==> src/rtl/irq_ctrl.sv <==
module irq_ctrl #(
  parameter int NUM_LINES = 14,
  parameter int DATA_W    = 32
) (
  input  logic                 clk,
  input  logic                 rst_n,
  input  logic [NUM_LINES-1:0] req_in,
  input  logic                 wr_en,
  input  logic [1:0]           addr,
  input  logic [DATA_W-1:0]    wdata,
  output logic [DATA_W-1:0]    rdata,
  output logic                 irq
);

  localparam logic [1:0] A_TRIG = 2'd0;
  localparam logic [1:0] A_POL  = 2'd1;
  localparam logic [1:0] A_DIS  = 2'd2;
  localparam logic [1:0] A_PEND = 2'd3;

  logic [NUM_LINES-1:0] sync1, sync2;
  logic [NUM_LINES-1:0] trig_q, pol_q, dis_q, pend_q;
  logic [NUM_LINES-1:0] act, act_d, rise, clr_w, wfield;

  assign wfield = wdata[NUM_LINES-1:0];
  assign act    = ~(sync2 ^ pol_q);
  assign rise   = act & ~act_d;
  assign clr_w  = (wr_en && addr == A_PEND) ? wfield : '0;

  always_ff @(posedge clk or negedge rst_n) begin
    if (!rst_n) begin
      sync1  <= '0;
      sync2  <= '0;
      act_d  <= '0;
      pend_q <= '0;
      trig_q <= '0;
      pol_q  <= '1;
      dis_q  <= '0;
    end else begin
      sync1  <= req_in;
      sync2  <= sync1;
      act_d  <= act;
      pend_q <= (trig_q & (rise | (pend_q & ~clr_w))) | (~trig_q & act);
      if (wr_en) begin
        case (addr)
          A_TRIG:  trig_q <= wfield;
          A_POL:   pol_q  <= wfield;
          A_DIS:   dis_q  <= wfield;
          default: ;
        endcase
      end
    end
  end

  always_comb begin
    case (addr)
      A_TRIG:  rdata = DATA_W'(trig_q);
      A_POL:   rdata = DATA_W'(pol_q);
      A_DIS:   rdata = DATA_W'(dis_q);
      default: rdata = DATA_W'(pend_q);
    endcase
  end

  assign irq = |(pend_q & ~dis_q);


  sync_stage_chk: assert property (@(posedge clk) disable iff (!rst_n)
    1'b1 |=> sync2 == $past(sync1));


  level_follow_chk: assert property (@(posedge clk) disable iff (!rst_n)
    1'b1 |=> ((~$past(trig_q) & (pend_q ^ $past(act))) == '0));


  edge_sticky_chk: assert property (@(posedge clk) disable iff (!rst_n)
    1'b1 |=> (($past(trig_q & pend_q & ~clr_w) & ~pend_q) == '0));


  edge_wins_chk: assert property (@(posedge clk) disable iff (!rst_n)
    1'b1 |=> (($past(trig_q & rise & clr_w) & ~pend_q) == '0));


  all_masked_chk: assert property (@(posedge clk) disable iff (!rst_n)
    (&dis_q) |-> !irq);

endmodule

==> config.mk <==
export PLATFORM = sky130hd
export DESIGN_NAME = irq_ctrl
export DESIGN_NICKNAME = d
export VERILOG_FILES = /design/src/rtl/irq_ctrl.sv
export SDC_FILE = /design/constraint.sdc
export NUM_CORES = 1
export LEC_CHECK = 0
export BUFFER_PORTS_ARGS = -buffer_cell sky130_fd_sc_hd__clkbuf_2
export CAP_MARGIN = 10
export CORE_ASPECT_RATIO = 2
export CORE_MARGIN = 4
export CORE_UTILIZATION = 43
export DETAILED_ROUTE_END_ITERATION = 6
export PLACE_DENSITY = 0.76
export SETUP_SLACK_MARGIN = 0.05
export SLEW_MARGIN = 0
export SYNTH_ARGS = -nofsm -noshare
export SYNTH_HDL_FRONTEND = slang
export SYNTH_SLANG_ARGS = --single-unit
==> constraint.sdc <==
create_clock -name clk -period 2.5 [get_ports clk]
set_input_delay 0.125 -clock clk [delete_from_list [all_inputs] [get_ports clk]]
set_output_delay 0.125 -clock clk [all_outputs]
set_load 0.02 [all_outputs]
==> summary.txt <==
Synthesis
  – Number of register bits inferred by synthesis: 98
  – Area of the mapped netlist: 4006 um^2
  – Synthesized area per cell: 15.12 um^2
  – Gate Count Post-Synth: 265
  – Unique masters post-synth: 19
  – Synth Warn #: 0
  – Sequential fraction of the synthesis area: 61.65%

Drt
  – Routed len/inst: 16.84 um
  – First-pass iteration count of the detailed router: 4
  – Number of DRC markers in iteration 0: 136
  – DRT Wirelength: 7391 um
  – Count of nets left with antenna violations after detail routing: 0
  – Routed vias: 2284
  – Post-DR vias/cell: 5.203
  – Total DRC errors in the routed layout: 0

Timing
  – Unrepaired setup endpoints after global routing: false
  – Worst Hold Margin: 0.07358 ns
  – Final total negative setup slack: 0 ns
  – Worst slew margin: 53.14%
  – Fmax: 597.0 MHz
  – Actual transition at the worst max-transition pin: 0.7029 ns
  – Hold Vio Cnt, Final: 0
  – Worst Clk Skew: 0.004313 ns
  – Final cycle utilization of the critical path: 67.01%
  – Clock period minus final worst setup slack: 1.675 ns
  – Number of setup violations in the final report: 0
  – Setup slack after layout: 0.8249 ns
  – Max-slew violations: 0

CTS
  – Inserted Clock Buffers: 9
  – Total setup buffers inserted after CTS: 0
  – Number of gates resized after cts: 0
  – CTS Buffer Depth: 2
  – Clock transition time at the flip-flop clock pins of the worst setup and hold paths: 0.06 ns
  – TritonCTS clock tree: yes
  – CTS sink cnt: 98
  – H-Tree Level Count: 3
  – Clock latency at the later pin of the worst-skew pair: 0.33 ns
  – Root buffer cell: sky130_fd_sc_hd__clkbuf_16

Final layout
  – Diode insertion count for antenna repair: 0
  – Final cell count without fillers: 439
  – Number of fillers in the final layout: 765
  – Layout Nets: 384
  – Synthesis-to-layout area growth: 17.05%
  – Ratio of cells with drive above 1 in the final layout: 40.65%
  – Post-route design area: 4690 um^2

Die
  – Die W: 76.26 um
  – Starting density of the core: 44.15%
  – Overall die area: 11020 um^2
  – Area of the placeable core: 9074 um^2
  – Row cnt: 49
  – IO Count: 84
  – Overall die height: 144.5 um

Worst setup path
  – Required @ worst endpoint: 2.38 ns
  – Maximum net fanout on the critical path: 3
  – Register-to-register setup slack: 1.51 ns
  – Critical path arrival: 1.55 ns
  – Worst Path Class, Setup: flop to output port
  – Type of origin of the critical path: flop
  – Crit path capture type: output port

Power
  – Power per unit of standard cell area: 877.9 nW/um^2
  – Peak supply drop: 0.0004090 V
  – Reported leakage power: 2.089 nW

Global route
  – Initial antenna violation count: 0
  – Pin count of the biggest net entering global routing: 87
  – All-layer global routing usage: 14.85%
  – Remaining global-route overflow: 0
  – Wire length of the first global-routing pass: 12380 um
  – Via count of the first global-routing pass: 2458

Flow run
  – Max_cap viols: 0

Place
  – DP HPWL: 5144 um
  – Setup slack after placement: 0.8578 ns
  – Placed instance count: 409
  – Placed instance area: 4285 um^2
  – Last weighted congestion value of the routability-driven placer: 0.7140
  – Count of buffers from port buffering: 47

Min path
  – Class of the most critical hold timing path: primary input to flop

Run status
  – Outcome: completed
==> synthesized netlist by cell type <==
| master | instances | area share, % |
|---|---|---|
| sky130_fd_sc_hd__mux2_2 | 42 | 12 |
| sky130_fd_sc_hd__a221oi_1 | 2 | 0.44 |
| sky130_fd_sc_hd__buf_2 | 4 | 0.50 |
| sky130_fd_sc_hd__xnor2_1 | 14 | 3.1 |
| sky130_fd_sc_hd__mux4_2 | 14 | 7.9 |
| sky130_fd_sc_hd__a32o_1 | 14 | 3.5 |
| sky130_fd_sc_hd__conb_1 | 1 | 0.094 |
| sky130_fd_sc_hd__nand2_1 | 28 | 2.6 |
| sky130_fd_sc_hd__buf_6 | 2 | 0.56 |
| sky130_fd_sc_hd__inv_1 | 14 | 1.3 |
| sky130_fd_sc_hd__nand3_1 | 1 | 0.12 |
| sky130_fd_sc_hd__nor3b_4 | 1 | 0.47 |
| sky130_fd_sc_hd__buf_4 | 21 | 3.9 |
| sky130_fd_sc_hd__dfrtp_1 | 84 | 52 |
| sky130_fd_sc_hd__nand3b_4 | 2 | 1.0 |
| sky130_fd_sc_hd__o22ai_1 | 5 | 0.78 |
| sky130_fd_sc_hd__dfstp_2 | 14 | 9.2 |
| sky130_fd_sc_hd__nor3_1 | 1 | 0.12 |
| sky130_fd_sc_hd__and3_1 | 1 | 0.16 |
==> layout by cell type, fill, tap and decap left out, types with 5 or more instances in the layout <==
| cell type | netlist | routed |
|---|---|---|
| sky130_fd_sc_hd__a32o_1 | 14 | 14 |
| sky130_fd_sc_hd__buf_4 | 21 | 5 |
| sky130_fd_sc_hd__clkbuf_16 | 0 | 9 |
| sky130_fd_sc_hd__clkbuf_2 | 0 | 46 |
| sky130_fd_sc_hd__conb_1 | 1 | 18 |
| sky130_fd_sc_hd__dfrtp_1 | 84 | 84 |
| sky130_fd_sc_hd__dfstp_2 | 14 | 14 |
| sky130_fd_sc_hd__dlygate4sd3_1 | 0 | 15 |
| sky130_fd_sc_hd__inv_1 | 14 | 14 |
| sky130_fd_sc_hd__mux2_2 | 42 | 42 |
| sky130_fd_sc_hd__mux4_2 | 14 | 14 |
| sky130_fd_sc_hd__nand2_1 | 28 | 28 |
| sky130_fd_sc_hd__o22ai_1 | 5 | 5 |
| sky130_fd_sc_hd__xnor2_1 | 14 | 14 |
==> report_power, final <==
group	internal (mW)	switching, mW
sequential	1.91	0.203
combinational	0.420	0.383
clock	0.666	0.533
==> routing by layer <==
metal | global-route usage (%) | up-vias | part of all wire, %
met2 | 26.08 | 54 | 55
met5 | 0 | - | 0
met3 | 4.052 | 10 | 4.5
met4 | 7.641 | 0 | 2.1
li1 | - | 1036 | -
met1 | 16.49 | 1184 | 38
==> path summary, 6_finish.rpt <==
kind	startpoint	to	cells after the start
min reg2reg	sync1[11]	sync2[11]	0
max in group asynchronous	rst_n	pol_q[5]	3
max	pend_q[6]	irq	5
min	wdata[6]	trig_q[6]	2
max reg2reg	pol_q[2]	pend_q[2]	2
min in group asynchronous	rst_n	sync1[13]	2
==> worst max-delay path, cell delays in order, from the launching register on <==
cell and delay (ns):
sky130_fd_sc_hd__dfrtp_1 0.39, sky130_fd_sc_hd__inv_1 0.06, sky130_fd_sc_hd__o22ai_1 0.08, sky130_fd_sc_hd__a221oi_1 0.32, sky130_fd_sc_hd__nand3_1 0.16, sky130_fd_sc_hd__clkbuf_2 0.20
==> layout make-up <==
cell class / count / area (um^2) / share of cell area [%]
flip-flops and latches: 98 / 2470 / 52.67
multi-input cells: 143 / 1348 / 28.74
repair buffers: 67 / 437.9 / 9.338
clock buffers: 12 / 236.5 / 5.043
well taps: 102 / 127.6 / 2.721
inverters: 14 / 52.55 / 1.121
clock inverters: 3 / 17.52 / 0.3735
==> flip-flops by register name (all words and copies together) (netlist names) <==
name	count
dis_q	14
trig_q	14
sync1	14
pend_q	14
sync2	14
pol_q	14
act_d	14
==> kinds of logic (layout without fill, tap and decap cells) <==
family,count (synthesis),count (layout),share of synthesized area [%]
flip-flops,98,98,61.65
XOR/XNOR,14,14,3.061
AND/OR/NAND/NOR,34,34,4.497
AO/OA/AOI/OAI,21,21,4.716
other,1,18,0.09360
multiplexers,56,56,19.68
buffers and inverters,41,96,6.308
==> what timing repair did <==
action / CTS / global route
endpoints found under the setup margin: 0 / 0
hold buffers: 15 / 0
hold endpoints to repair: 79 / 0
==> per-stage QoR <==
| stage | power (mW) | util, % |
|---|---|---|
| after floorplan | 2.685 | - |
| after global placement | 2.903 | 47.23 |
| after detailed placement | 2.944 | 47.23 |
| after CTS | 4.172 | 51.68 |
| after global routing | 4.336 | 51.68 |
| final | 4.117 | 51.68 |
No activity file was read; power rests on OpenSTA's default activity.
